### src/rtl/dtf_pkg.sv
package dtf_pkg;

  localparam int COEF_W = 16;
  localparam int FRAC_W = 15;

  // Rounded Q1.15 product: v * c / 2^15, rounded to nearest.
  function automatic logic signed [63:0] q15_scale(input logic signed [63:0] v,
                                                   input logic signed [COEF_W+1:0] c);
    logic signed [63:0] cw;
    logic signed [63:0] p;
    cw = c;
    p  = v * cw;
    return (p + (64'sd1 <<< (FRAC_W - 1))) >>> FRAC_W;
  endfunction

  // Clamp v to the signed range of a w-bit word.
  function automatic logic signed [63:0] clamp_to(input logic signed [63:0] v, input int w);
    logic signed [63:0] hi;
    logic signed [63:0] lo;
    hi = (64'sd1 <<< (w - 1)) - 64'sd1;
    lo = -(64'sd1 <<< (w - 1));
    if (v > hi) return hi;
    if (v < lo) return lo;
    return v;
  endfunction

endpackage

### src/rtl/dtf_block_sum.sv
module dtf_block_sum #(
  parameter int IN_W  = 16,
  parameter int N_MIN = 7,
  parameter int N_MAX = 9,
  parameter int N_DEF = 8,
  localparam int CNT_W = $clog2(N_MAX + 1),
  localparam int SUM_W = IN_W + CNT_W
) (
  input  logic                    clk,
  input  logic                    rst,
  input  logic                    in_valid,
  input  logic signed [IN_W-1:0]  in_data,
  input  logic [CNT_W-1:0]        ratio,
  output logic                    sum_valid,
  output logic signed [SUM_W-1:0] sum_data,
  output logic                    restart
);

  logic [CNT_W-1:0]        n_cur;
  logic [CNT_W-1:0]        cnt;
  logic [CNT_W-1:0]        n_req;
  logic signed [SUM_W-1:0] acc;
  logic signed [SUM_W-1:0] in_ext;
  logic                    blk_last;

  assign in_ext   = SUM_W'(in_data);
  assign blk_last = in_valid && (cnt == n_cur - CNT_W'(1));

  always_comb begin
    if (ratio < CNT_W'(N_MIN))      n_req = CNT_W'(N_MIN);
    else if (ratio > CNT_W'(N_MAX)) n_req = CNT_W'(N_MAX);
    else                            n_req = ratio;
  end

  always_ff @(posedge clk) begin
    if (rst) begin
      n_cur     <= CNT_W'(N_DEF);
      cnt       <= '0;
      acc       <= '0;
      sum_valid <= 1'b0;
      sum_data  <= '0;
      restart   <= 1'b0;
    end else begin
      sum_valid <= 1'b0;
      restart   <= 1'b0;
      if (blk_last) begin
        cnt <= '0;
        acc <= '0;
        if (n_req != n_cur) begin
          n_cur   <= n_req;
          restart <= 1'b1;
        end else begin
          sum_valid <= 1'b1;
          sum_data  <= acc + in_ext;
        end
      end else if (in_valid) begin
        cnt <= cnt + CNT_W'(1);
        acc <= acc + in_ext;
      end
    end
  end

endmodule

### src/rtl/dtf_pole.sv
module dtf_pole
  import dtf_pkg::*;
#(
  parameter int W    = 32,
  parameter int MODE = 0   // 0: leaked previous state out, 1: scaled state and input
) (
  input  logic                clk,
  input  logic                rst,
  input  logic                in_valid,
  input  logic signed [W-1:0] in_data,
  input  logic [COEF_W-1:0]   coef,
  output logic                out_valid,
  output logic signed [W-1:0] out_data
);

  logic signed [W-1:0]      st;
  logic signed [63:0]       st_w;
  logic signed [63:0]       in_w;
  logic signed [COEF_W+1:0] c_keep;

  assign st_w   = st;
  assign in_w   = in_data;
  assign c_keep = $signed({2'b00, coef});

  generate
    if (MODE == 0) begin : g_leaky
      logic signed [COEF_W+1:0] c_leak;
      assign c_leak = (18'sd1 <<< FRAC_W) - c_keep;
      always_ff @(posedge clk) begin
        if (rst) begin
          st        <= '0;
          out_valid <= 1'b0;
          out_data  <= '0;
        end else begin
          out_valid <= in_valid;
          if (in_valid) begin
            out_data <= W'(clamp_to(q15_scale(st_w, c_leak), W));
            st       <= W'(clamp_to(q15_scale(st_w, c_keep) + in_w, W));
          end
        end
      end
    end else begin : g_scaled
      always_ff @(posedge clk) begin
        if (rst) begin
          st        <= '0;
          out_valid <= 1'b0;
          out_data  <= '0;
        end else begin
          out_valid <= in_valid;
          if (in_valid) begin
            st       <= W'(clamp_to(q15_scale(st_w + in_w, c_keep), W));
            out_data <= W'(clamp_to(q15_scale(st_w + in_w, c_keep), W));
          end
        end
      end
    end
  endgenerate

endmodule

### src/rtl/dtf_group_sum.sv
module dtf_group_sum
  import dtf_pkg::*;
#(
  parameter int W = 32,
  parameter int M = 4,
  localparam int CNT_W = (M > 2) ? $clog2(M) : 1
) (
  input  logic                clk,
  input  logic                rst,
  input  logic                in_valid,
  input  logic signed [W-1:0] in_data,
  input  logic                restart,
  output logic                out_valid,
  output logic signed [W-1:0] out_data,
  output logic                out_fresh
);

  logic [CNT_W-1:0]    cnt;
  logic signed [W-1:0] acc;
  logic                armed;
  logic signed [63:0]  sum_w;

  assign sum_w = clamp_to(64'(acc) + 64'(in_data), W);

  always_ff @(posedge clk) begin
    if (rst) begin
      cnt       <= '0;
      acc       <= '0;
      armed     <= 1'b0;
      out_valid <= 1'b0;
      out_data  <= '0;
      out_fresh <= 1'b0;
    end else begin
      out_valid <= 1'b0;
      if (restart) begin
        cnt   <= '0;
        acc   <= '0;
        armed <= 1'b1;
      end else if (in_valid) begin
        if (cnt == CNT_W'(M - 1)) begin
          out_valid <= 1'b1;
          out_data  <= W'(sum_w);
          out_fresh <= armed;
          armed     <= 1'b0;
          cnt       <= '0;
          acc       <= '0;
        end else begin
          cnt <= cnt + CNT_W'(1);
          acc <= W'(sum_w);
        end
      end
    end
  end

endmodule

### src/rtl/dt_filter_chain.sv
module dt_filter_chain
  import dtf_pkg::*;
#(
  parameter int IN_W  = 16,
  parameter int OUT_W = 24,
  parameter int ACC_W = 32,
  parameter int N_MIN = 7,
  parameter int N_MAX = 9,
  parameter int N_DEF = 8,
  parameter int M     = 4,
  localparam int RATIO_W = $clog2(N_MAX + 1),
  localparam int SUM_W   = IN_W + RATIO_W
) (
  input  logic                    clk,
  input  logic                    rst,
  input  logic                    in_valid,
  input  logic signed [IN_W-1:0]  in_data,
  input  logic [RATIO_W-1:0]      ratio,
  input  logic [COEF_W-1:0]       coef_a1,
  input  logic [COEF_W-1:0]       coef_a2,
  output logic                    out_valid,
  output logic signed [OUT_W-1:0] out_data,
  output logic                    out_settling
);

  // Named internal events, brought out for the checker.
  logic                    w_valid;
  logic signed [SUM_W-1:0] w_data;
  logic signed [ACC_W-1:0] w_ext;
  logic                    restart;
  logic                    x_valid;
  logic signed [ACC_W-1:0] x_data;
  logic                    y_valid;
  logic signed [ACC_W-1:0] y_data;
  logic                    y_fresh;
  logic signed [ACC_W-1:0] z_data;

  dtf_block_sum #(.IN_W(IN_W), .N_MIN(N_MIN), .N_MAX(N_MAX), .N_DEF(N_DEF)) u_blk (
    .clk(clk), .rst(rst), .in_valid(in_valid), .in_data(in_data), .ratio(ratio),
    .sum_valid(w_valid), .sum_data(w_data), .restart(restart)
  );

  assign w_ext = ACC_W'(w_data);

  dtf_pole #(.W(ACC_W), .MODE(0)) u_pole1 (
    .clk(clk), .rst(rst), .in_valid(w_valid), .in_data(w_ext), .coef(coef_a1),
    .out_valid(x_valid), .out_data(x_data)
  );

  dtf_group_sum #(.W(ACC_W), .M(M)) u_grp (
    .clk(clk), .rst(rst), .in_valid(x_valid), .in_data(x_data), .restart(restart),
    .out_valid(y_valid), .out_data(y_data), .out_fresh(y_fresh)
  );

  dtf_pole #(.W(ACC_W), .MODE(1)) u_pole2 (
    .clk(clk), .rst(rst), .in_valid(y_valid), .in_data(y_data), .coef(coef_a2),
    .out_valid(out_valid), .out_data(z_data)
  );

  always_ff @(posedge clk) begin
    if (rst)          out_settling <= 1'b0;
    else if (y_valid) out_settling <= y_fresh;
  end

  assign out_data = OUT_W'(clamp_to(64'(z_data), OUT_W));

endmodule

### config.mk
export PLATFORM = sky130hd
export DESIGN_NAME = dt_filter_chain
export DESIGN_NICKNAME = d
export VERILOG_FILES = /design/src/rtl/dtf_pkg.sv /design/src/rtl/dtf_block_sum.sv /design/src/rtl/dtf_pole.sv /design/src/rtl/dtf_group_sum.sv /design/src/rtl/dt_filter_chain.sv
export SDC_FILE = /design/constraint.sdc
export NUM_CORES = 2
export LEC_CHECK = 0
export BUFFER_PORTS_ARGS = -buffer_cell sky130_fd_sc_hd__buf_4
export CORE_MARGIN = 3
export CORE_UTILIZATION = 65
export CTS_BUF_LIST = sky130_fd_sc_hd__clkbuf_8
export CTS_CLUSTER_DIAMETER = 60
export DETAILED_ROUTE_END_ITERATION = 7
export GPL_ROUTABILITY_DRIVEN = 0
export GPL_TIMING_DRIVEN = 0
export PLACE_DENSITY = 0.84
export SLEW_MARGIN = 20
export SYNTH_ARGS = -nofsm -noshare
export SYNTH_HDL_FRONTEND = slang
export SYNTH_SLANG_ARGS = --single-unit
### constraint.sdc
create_clock -name clk -period 11.7 [get_ports clk]
set_input_delay 1.17 -clock clk [delete_from_list [all_inputs] [get_ports clk]]
set_output_delay 1.17 -clock clk [all_outputs]
set_load 0.005 [all_outputs]
# Word-level counts from Yosys, hierarchy flattened
# Index checks and enable logic that the tools add are counted.
[word_totals] ff_bits=218 output_inout_bits=26 wordCells=119
[classes] add_sub_neg=11 n_mul=3 n_lt_le_gt_ge=12 eq_ne=3 muxes=57 bitwise_logic=4 reduce_logical=11
[op_table] op="2-to-1 mux 32 bit" count=17
[op_table] op="adder 49 x 16 -> 50 bit, second input constant" count=2
[op_table] op="greater-than comparator 49 x 32 -> 1 bit, second input constant" count=2
[op_table] op="< comparator 49 x 32 -> 1 bit, second input constant" count=2
[op_table] op="multiplier 32 x 17 -> 49 bit" count=2
[op_table] op="2-to-1 mux 24 bit" count=4
[op_table] op="adder 32 x 32 -> 33 bit" count=2
[op_table] op="adder 64 x 16 -> 64 bit, second input constant" count=1
[op_table] op="multiplier 64 x 17 -> 64 bit" count=1
[op_table] op="greater-than comparator 50 x 32 -> 1 bit, second input constant" count=1
[op_table] op="< comparator 50 x 32 -> 1 bit, second input constant" count=1
[op_table] op="adder 35 x 20 -> 36 bit" count=1
[op_table] op="greater-than comparator 33 x 32 -> 1 bit, second input constant" count=1
[op_table] op="< comparator 33 x 32 -> 1 bit, second input constant" count=1
[op_table] op="2-to-1 mux 1 bit" count=33
[op_table] op="greater-than comparator 32 x 24 -> 1 bit, second input constant" count=1
[op_table] op="< comparator 32 x 24 -> 1 bit, second input constant" count=1
[op_table] op="adder 20 x 16 -> 20 bit" count=1
[op_table] op="subtractor 16 x 16 -> 17 bit, first input constant" count=1
[op_table] op="2-to-1 mux 4 bit" count=2
[op_table] op="AND reduction 2 bit" count=3
[op_table] op="OR reduction 2 bit" count=3
[op_table] op="adder 4 x 1 -> 4 bit, second input constant" count=1
[op_table] op="== test 4 bit" count=1
[op_table] op="other kinds (12)" count=16

# Longest topological paths before layout
[depth] depth_word=12 ltp_mapped=43

# Modules after synthesis
# A second synthesis with hierarchy kept.
[hier_totals] hier_cells=8067 hier_area_um2=70869.2
[modules_own_cells] mod="dtf_pole at u_pole1" instances=1 cells_per_inst=4639 area_each_um2=41104.4 seq_area_each_um2=1301.2
[modules_own_cells] mod="dtf_pole at u_pole2" instances=1 cells_per_inst=2493 area_each_um2=22153.7 seq_area_each_um2=660.6
[modules_own_cells] mod="dtf_group_sum" instances=1 cells_per_inst=563 area_each_um2=4435.5 seq_area_each_um2=1381.3
[modules_own_cells] mod="dtf_block_sum" instances=1 cells_per_inst=334 area_each_um2=2874.0 seq_area_each_um2=1001.0
[modules_own_cells] mod="dt_filter_chain" instances=1 cells_per_inst=38 area_each_um2=301.5 seq_area_each_um2=20.0

# Worst setup path before layout
# No wires, ideal clock.
[synth_timing] kind="input to register" startpoint="input coef_a1[3]" endpoint="register u_pole1.out_data[3]" t_arrival_ns=9.883 path_slack_ns=1.701 stages=31 path_buffers=3 path_cell_list="clkbuf_1 > or4_1 > or4_1 > or3b_2 > nor3_1 > xnor2_1 > clkbuf_1 > nand2_1 > fa_1 > fa_1 > inv_1 > fa_1 > inv_1 > fa_1 > fa_1 > inv_1 > fa_1 > ha_1 > and3_1 > nor4bb_1 > o31ai_2 > nand3_1 > a32oi_2 > a2111oi_0 > o21ai_0 > xnor2_1 > a2111oi_2 > a21oi_4 > o21bai_4 > buf_4 > nor2_1"
[synth_via] elab_chain_len=10 elab_cells_between_ends=15 classes_between="2 x add/sub; 1 x mul; 2 x order compare; 10 x mux"
[synth_rtl] item="from (decl)" line="dt_filter_chain.sv:19" text="input logic [COEF_W-1:0] coef_a1,"
[synth_rtl] item="subtractor 16 x 16 -> 17 bit *" line="dtf_pole.sv:28" text="assign c_leak = (18'sd1 <<< FRAC_W) - c_keep;"
[synth_rtl] item="multiplier 32 x 17 -> 49 bit *" line="dtf_pkg.sv:12" text="p = v * cw;"
[synth_rtl] item="adder 49 x 16 -> 50 bit *" line="dtf_pkg.sv:13" text="return (p + (64'sd1 <<< (FRAC_W - 1))) >>> FRAC_W;"
[synth_rtl] item="< comparator 49 x 32 -> 1 bit" line="dtf_pkg.sv:23" text="if (v < lo) return lo;"
[synth_rtl] item="2-to-1 mux 1 bit (2 in series)" line="dtf_pkg.sv:23"
[synth_rtl] item="2-to-1 mux 1 bit" line="dtf_pole.sv:36" text="if (in_valid) begin"
[synth_rtl] item="2-to-1 mux 1 bit" line="dtf_pole.sv:30" text="if (rst) begin"
[synth_rtl] item="2-to-1 mux 32 bit" line="dtf_pkg.sv:24" text="return v;"
[synth_rtl] item="2-to-1 mux 32 bit *" line="dtf_pkg.sv:23"
[synth_rtl] item="to (signal assigned)" line="dtf_pole.sv:37" text="out_data <= W'(clamp_to(q15_scale(st_w, c_leak), W));"
[synth_rtl] item="to (decl)" line="dtf_pole.sv:13" text="output logic signed [W-1:0] out_data"
# Every way passes the cells marked *; elsewhere a longest branch is shown, timed or not. The select of a mux whose other input is x is not followed.
# A chain may end at the register's enable or synchronous reset.

# Final worst setup path
[layout_timing] startpoint="register u_grp.out_data[1]" endpoint="register u_pole2.out_data[20]"
[layout_via] elab_chain_len=10 elab_cells_between_ends=15 classes_between="2 x add/sub; 1 x mul; 2 x order compare; 10 x mux"
[layout_rtl] item="from (decl)" line="dtf_group_sum.sv:14" text="output logic signed [W-1:0] out_data,"
[layout_rtl] item="from (signal assigned)" line="dtf_group_sum.sv:42" text="out_data <= W'(sum_w);"
[layout_rtl] item="adder 32 x 32 -> 33 bit *" line="dtf_pole.sv:52" text="out_data <= W'(clamp_to(q15_scale(st_w + in_w, c_keep), W));"
[layout_rtl] item="multiplier 64 x 17 -> 64 bit *" line="dtf_pkg.sv:12"
[layout_rtl] item="adder 64 x 16 -> 64 bit *" line="dtf_pkg.sv:13"
[layout_rtl] item="< comparator 49 x 32 -> 1 bit" line="dtf_pkg.sv:23"
[layout_rtl] item="2-to-1 mux 1 bit (2 in series)" line="dtf_pkg.sv:23"
[layout_rtl] item="2-to-1 mux 1 bit" line="dtf_pole.sv:50" text="if (in_valid) begin"
[layout_rtl] item="2-to-1 mux 1 bit" line="dtf_pole.sv:44" text="if (rst) begin"
[layout_rtl] item="2-to-1 mux 32 bit" line="dtf_pkg.sv:24"
[layout_rtl] item="2-to-1 mux 32 bit *" line="dtf_pkg.sv:23"
[layout_rtl] item="to (signal assigned)" line="dtf_pole.sv:52"
[layout_rtl] item="to (decl)" line="dtf_pole.sv:13"
# Marked as above.

==> flow_metrics.py <==
metrics = {
    "power_and_ir_drop": {
        "irDropWorstVdd_uv": 107,
        "total_power_mw": 2.03,
        "p_comb_share_pct": 20.5,
        "internal-power_mw": 1.35,
        "clock_power_share_pct": 41.8,
        "net_switching_mw": 0.681,
        "pwr_density_cell_nw_per_um2": 27.8,
        "cellLeakagePower_nw": 37.1,
        "share_seq_of_total_power_pct": 37.7,
        "swShare_pct": 33.6,
    },
    "clocking": {
        "cts_buffers": 40,
        "cts_hold_buf": 0,
        "clk_pin_slew_worst_paths_ns": 0.07,
        "clockRootBuffer": "sky130_fd_sc_hd__clkbuf_8",
        "cts_htree_levels": 2,
        "clock_tree.buffer_depth": 3,
        "cts.sinks": 218,
        "clock_insertion_delay_worst_skew_ns": 0.65,
        "cts_tree": "built",
    },
    "placement": {
        "port_buffers": 67,
        "dp_worst_setup_slack_ns": -1.25,
        "hpwl_um": 171000,
    },
    "floorplanning": {
        "area_of_the_core_um2": 106000,
        "die_area_um2": 111000,
        "fp-row-count": 119,
        "die_width_um": 333,
        "initial_core_util_pct": 65.8,
        "floorplan.die.height_um": 333,
        "num_io_pins": 81,
    },
    "timing": {
        "rsz0062_at_grt": "false",
        "timing_worst_slew_pin_value_ns": 1.34,
        "achievable_clock_frequency_ghz": 0.0876,
        "tcrit_tclk_final_pct": 97.5,
        "timing.max_slew.rel_slack_pct": 10.2,
        "hold_slack_ns": 0.464,
        "final-setup-viol-count": 0,
        "finClkSkew_ns": 0.0517,
        "slew_viol_final": 0,
        "final.setup.worst_slack_ns": 0.289,
        "setup-tns-final_ns": 0,
        "timing_hold_violations_final": 0,
        "final.min_clock_period_ns": 11.41,
    },
    "global_routing": {
        "grt_remaining_overflow": 0,
        "grt_util_all_layers_pct": 37.4,
        "grt_max_degree": 18,
        "global_route_wire_length_before_repair_um": 323000,
        "initial_antenna_violation_count": 13,
        "first_global_vias": 60300,
    },
    "route": {
        "drt_first_pass_iters": 8,
        "drt_first_iter_violations": 5037,
        "wl_per_cell_um": 21.5,
        "mean_number_of_vias_per_cell": 5.96,
        "detailroute.via_count": 56200,
        "drt-total-wl_um": 202000,
        "post-route-drc-count": 1,
        "route.antenna.remaining_nets": 0,
    },
    "cells_and_area": {
        "final_util_pct": 69.0,
        "finish.net_count": 10100,
        "layout-area-overhead-vs-synth_pct": 4.89,
        "final_layout_size_suffix_gt1_share_pct": 4.11,
    },
    "critical_path": {
        "worst_setup_path_end_kind": "register",
        "worstPathArrival_ns": 11.94,
        "worst-endpoint-required_ns": 12.23,
        "timing.setup.critical_path_class": "register to register",
        "timing.critical_path.from_type": "register",
        "critPathTopFamily": "compound AO/OA/AOI/OAI gates",
        "path_buf_inv": 6,
        "crit_path_frequent_cell": "sky130_fd_sc_hd__fa_1",
        "timing.critical_path.slowest_cell_delay_ns": 0.64,
        "critical_path_peak_fanout": 10,
        "crit_path_top_delay_cell": "sky130_fd_sc_hd__clkbuf_1",
    },
    "synth": {
        "mappedNetlistArea_um2": 69500,
        "synth_top_flop_cell": "sky130_fd_sc_hd__dfxtp_1",
        "synthesis.instances": 7889,
        "postSynthNetCount": 9997,
        "most_area_consuming_cells_after_synthesis": "sky130_fd_sc_hd__fa_1 44%, sky130_fd_sc_hd__ha_1 9.5%, sky130_fd_sc_hd__inv_1 9.2%",
        "post_synth.cell_area_avg_um2": 8.81,
        "synthesis.yosys.warnings": 0,
        "number_of_flops_mapped_to_enable_cells_by_yosys": 0,
        "post-synth-top-area-cell": "sky130_fd_sc_hd__fa_1",
        "synth-seq-area-share_pct": 6.28,
        "number_of_library_cell_types_mapped_by_synthesis": 98,
        "synth-seq-cells": 218,
        "share_of_flip_flops_with_an_asynchronous_set_or_reset_pct": 0,
        "yosysTopAreaCellShare_pct": 44.0,
    },
    "status": {
        "result_of_the_run": "finished, violations left",
        "violations_in_the_final_reports": "design-rule violations",
    },
    "worst_hold_path": {
        "min_path_type": "register to register",
    },
    "flow_run": {
        "maxCapViolCount": 0,
    },
}
[registers in the layout, summed over array words and instances, names as in the netlist, 4 cells and up]
signal	flops
u_blk.n_cur	4
u_blk.sum_data	20
u_blk.acc	20
u_pole2.out_data	32
u_pole1.out_data	32
u_pole1.st	32
u_blk.cnt	4
u_grp.acc	32
u_grp.out_data	32
[metrics by stage]
step / instances / cell area (um2)
2_1_floorplan: 7889 / 69500
3_3_place_gp: 9347 / 71800
3_5_place_dp: 9347 / 71800
4_1_cts: 9416 / 72700
5_1_grt: 9423 / 72900
6_report: 9428 / 72900
[area by class of cell]
class                   instances  area (um2)
multi-input cells            5565       57300
fillers                      7880       32800
inverters                    1701        6380
flip-flops and latches        218        4360
well taps                    1391        1740
plain buffers                 405        1670
clock buffers                  45         619
repair buffers                 68         510
clock inverters                24         270
diodes                         11        27.5
[synth_stat cells (12+ instances only)]
master                        n
sky130_fd_sc_hd__and2_1     644
sky130_fd_sc_hd__a211oi_1    27
sky130_fd_sc_hd__nand4_1     17
sky130_fd_sc_hd__o22ai_1     26
sky130_fd_sc_hd__or3_1       12
sky130_fd_sc_hd__nand2b_1    26
sky130_fd_sc_hd__xnor2_1    150
sky130_fd_sc_hd__nor3_1      84
sky130_fd_sc_hd__and3_1      30
sky130_fd_sc_hd__nor2b_1     53
sky130_fd_sc_hd__a211oi_2    32
sky130_fd_sc_hd__a221o_1     22
sky130_fd_sc_hd__o21bai_1    23
sky130_fd_sc_hd__a21boi_0    12
sky130_fd_sc_hd__or2_2       47
sky130_fd_sc_hd__fa_1      1528
sky130_fd_sc_hd__o21a_1      32
sky130_fd_sc_hd__o21ai_0    134
sky130_fd_sc_hd__clkbuf_1   377
sky130_fd_sc_hd__mux2i_1     44
sky130_fd_sc_hd__nor3b_1     14
sky130_fd_sc_hd__a22o_1      16
sky130_fd_sc_hd__a31oi_1     19
sky130_fd_sc_hd__a22oi_1     17
sky130_fd_sc_hd__xor2_1      71
sky130_fd_sc_hd__nor4_1      21
sky130_fd_sc_hd__o211ai_1    26
sky130_fd_sc_hd__dfxtp_1    218
sky130_fd_sc_hd__a21o_1     139
sky130_fd_sc_hd__nand3_1     77
sky130_fd_sc_hd__inv_1     1701
sky130_fd_sc_hd__a21oi_1    214
sky130_fd_sc_hd__nand2_1    982
sky130_fd_sc_hd__ha_1       525
sky130_fd_sc_hd__nor2_1     313
sky130_fd_sc_hd__o21ai_1     34
[what timing repair did]
| item | 4_1_cts | 5_1_grt |
|---|---|---|
| gates cloned | 0 | 0 |
| gates resized for setup | 11 | 74 |
| pin swaps | 0 | 1 |
| endpoints found under the setup margin | 62 | 94 |
| buffers inserted | 0 | 1 |
[worst paths after layout]
check / from / endpoint / slack [ns] / depth (start not counted)
max: u_grp.out_data[1] / u_pole2.out_data[20] / 0.29 / 38
min: u_grp.out_data[3] / u_grp.out_data[3] / 0.46 / 2
max reg2reg: u_grp.out_data[1] / u_pole2.out_data[20] / 0.29 / 38
min reg2reg: u_grp.out_data[3] / u_grp.out_data[3] / 0.46 / 2
[kinds of logic after synthesis]
group                      after synthesis  share of synthesized area (%)
muxes                                   47                          0.682
adders and majority gates             2058                           53.5
AOI/OAI and AO/OA                      869                           8.62
xor gates and xnor gates               221                           2.78
buffers and inverters                 2106                           11.5
and+or+nand+nor                       2370                           16.6
DFF                                    218                           6.28
[cells in the final DEF (no fill, tap or decap), types with 17 or more instances in the layout]
| cell | Yosys | routed |
|---|---|---|
| sky130_fd_sc_hd__a21oi_1 | 214 | 210 |
| sky130_fd_sc_hd__xor2_1 | 71 | 70 |
| sky130_fd_sc_hd__and3_1 | 30 | 30 |
| sky130_fd_sc_hd__o22ai_1 | 26 | 26 |
| sky130_fd_sc_hd__clkbuf_8 | 4 | 49 |
| sky130_fd_sc_hd__nor4_1 | 21 | 21 |
| sky130_fd_sc_hd__a31oi_1 | 19 | 19 |
| sky130_fd_sc_hd__nor2_1 | 313 | 312 |
| sky130_fd_sc_hd__o211ai_1 | 26 | 26 |
| sky130_fd_sc_hd__xnor2_1 | 150 | 140 |
| sky130_fd_sc_hd__a211oi_1 | 27 | 27 |
| sky130_fd_sc_hd__dfxtp_1 | 218 | 218 |
| sky130_fd_sc_hd__fa_1 | 1528 | 1528 |
| sky130_fd_sc_hd__o21ai_1 | 34 | 35 |
| sky130_fd_sc_hd__nor3_1 | 84 | 84 |
| sky130_fd_sc_hd__o21bai_1 | 23 | 23 |
| sky130_fd_sc_hd__clkbuf_2 | 1 | 33 |
| sky130_fd_sc_hd__clkbuf_1 | 377 | 343 |
| sky130_fd_sc_hd__o21ai_0 | 134 | 132 |
| sky130_fd_sc_hd__and2_1 | 644 | 644 |
| sky130_fd_sc_hd__buf_4 | 6 | 74 |
| sky130_fd_sc_hd__mux2i_1 | 44 | 44 |
| sky130_fd_sc_hd__nand4_1 | 17 | 17 |
| sky130_fd_sc_hd__or2_2 | 47 | 47 |
| sky130_fd_sc_hd__ha_1 | 525 | 525 |
| sky130_fd_sc_hd__o21a_1 | 32 | 32 |
| sky130_fd_sc_hd__nand3_1 | 77 | 77 |
| sky130_fd_sc_hd__a211oi_2 | 32 | 32 |
| sky130_fd_sc_hd__inv_1 | 1701 | 1707 |
| sky130_fd_sc_hd__nand2_1 | 982 | 982 |
| sky130_fd_sc_hd__nor2b_1 | 53 | 53 |
| sky130_fd_sc_hd__a21o_1 | 139 | 139 |
| sky130_fd_sc_hd__nand2b_1 | 26 | 26 |
| sky130_fd_sc_hd__a221o_1 | 22 | 22 |
[worst min-delay path, stage by stage, from the launching register on]
cell                      delay [ns]
sky130_fd_sc_hd__dfxtp_1        0.33
sky130_fd_sc_hd__nand2_1        0.05
sky130_fd_sc_hd__o21ai_0        0.05
[per-layer routing]
layer	global-route usage (%)	routed length (um)	vias up	part of all wire, %
met2	60.1	92400	3433	46
met1	42.2	66600	27400	33
li1	-	-	24200	-
met3	11.0	23400	1129	12
met4	28.3	19600	12	9.7
met5	1.36	271	-	0.13
[power groups by stage]
stage	sequential [mW]	combinational, mW	clock, mW
after floorplan	0.777	0.240	0
after global placement	0.779	0.380	0
after detailed placement	0.779	0.394	0
after CTS	0.764	0.396	0.853
after global routing	0.764	0.438	0.882
final	0.764	0.416	0.847
(Power assumes the default switching activity.)
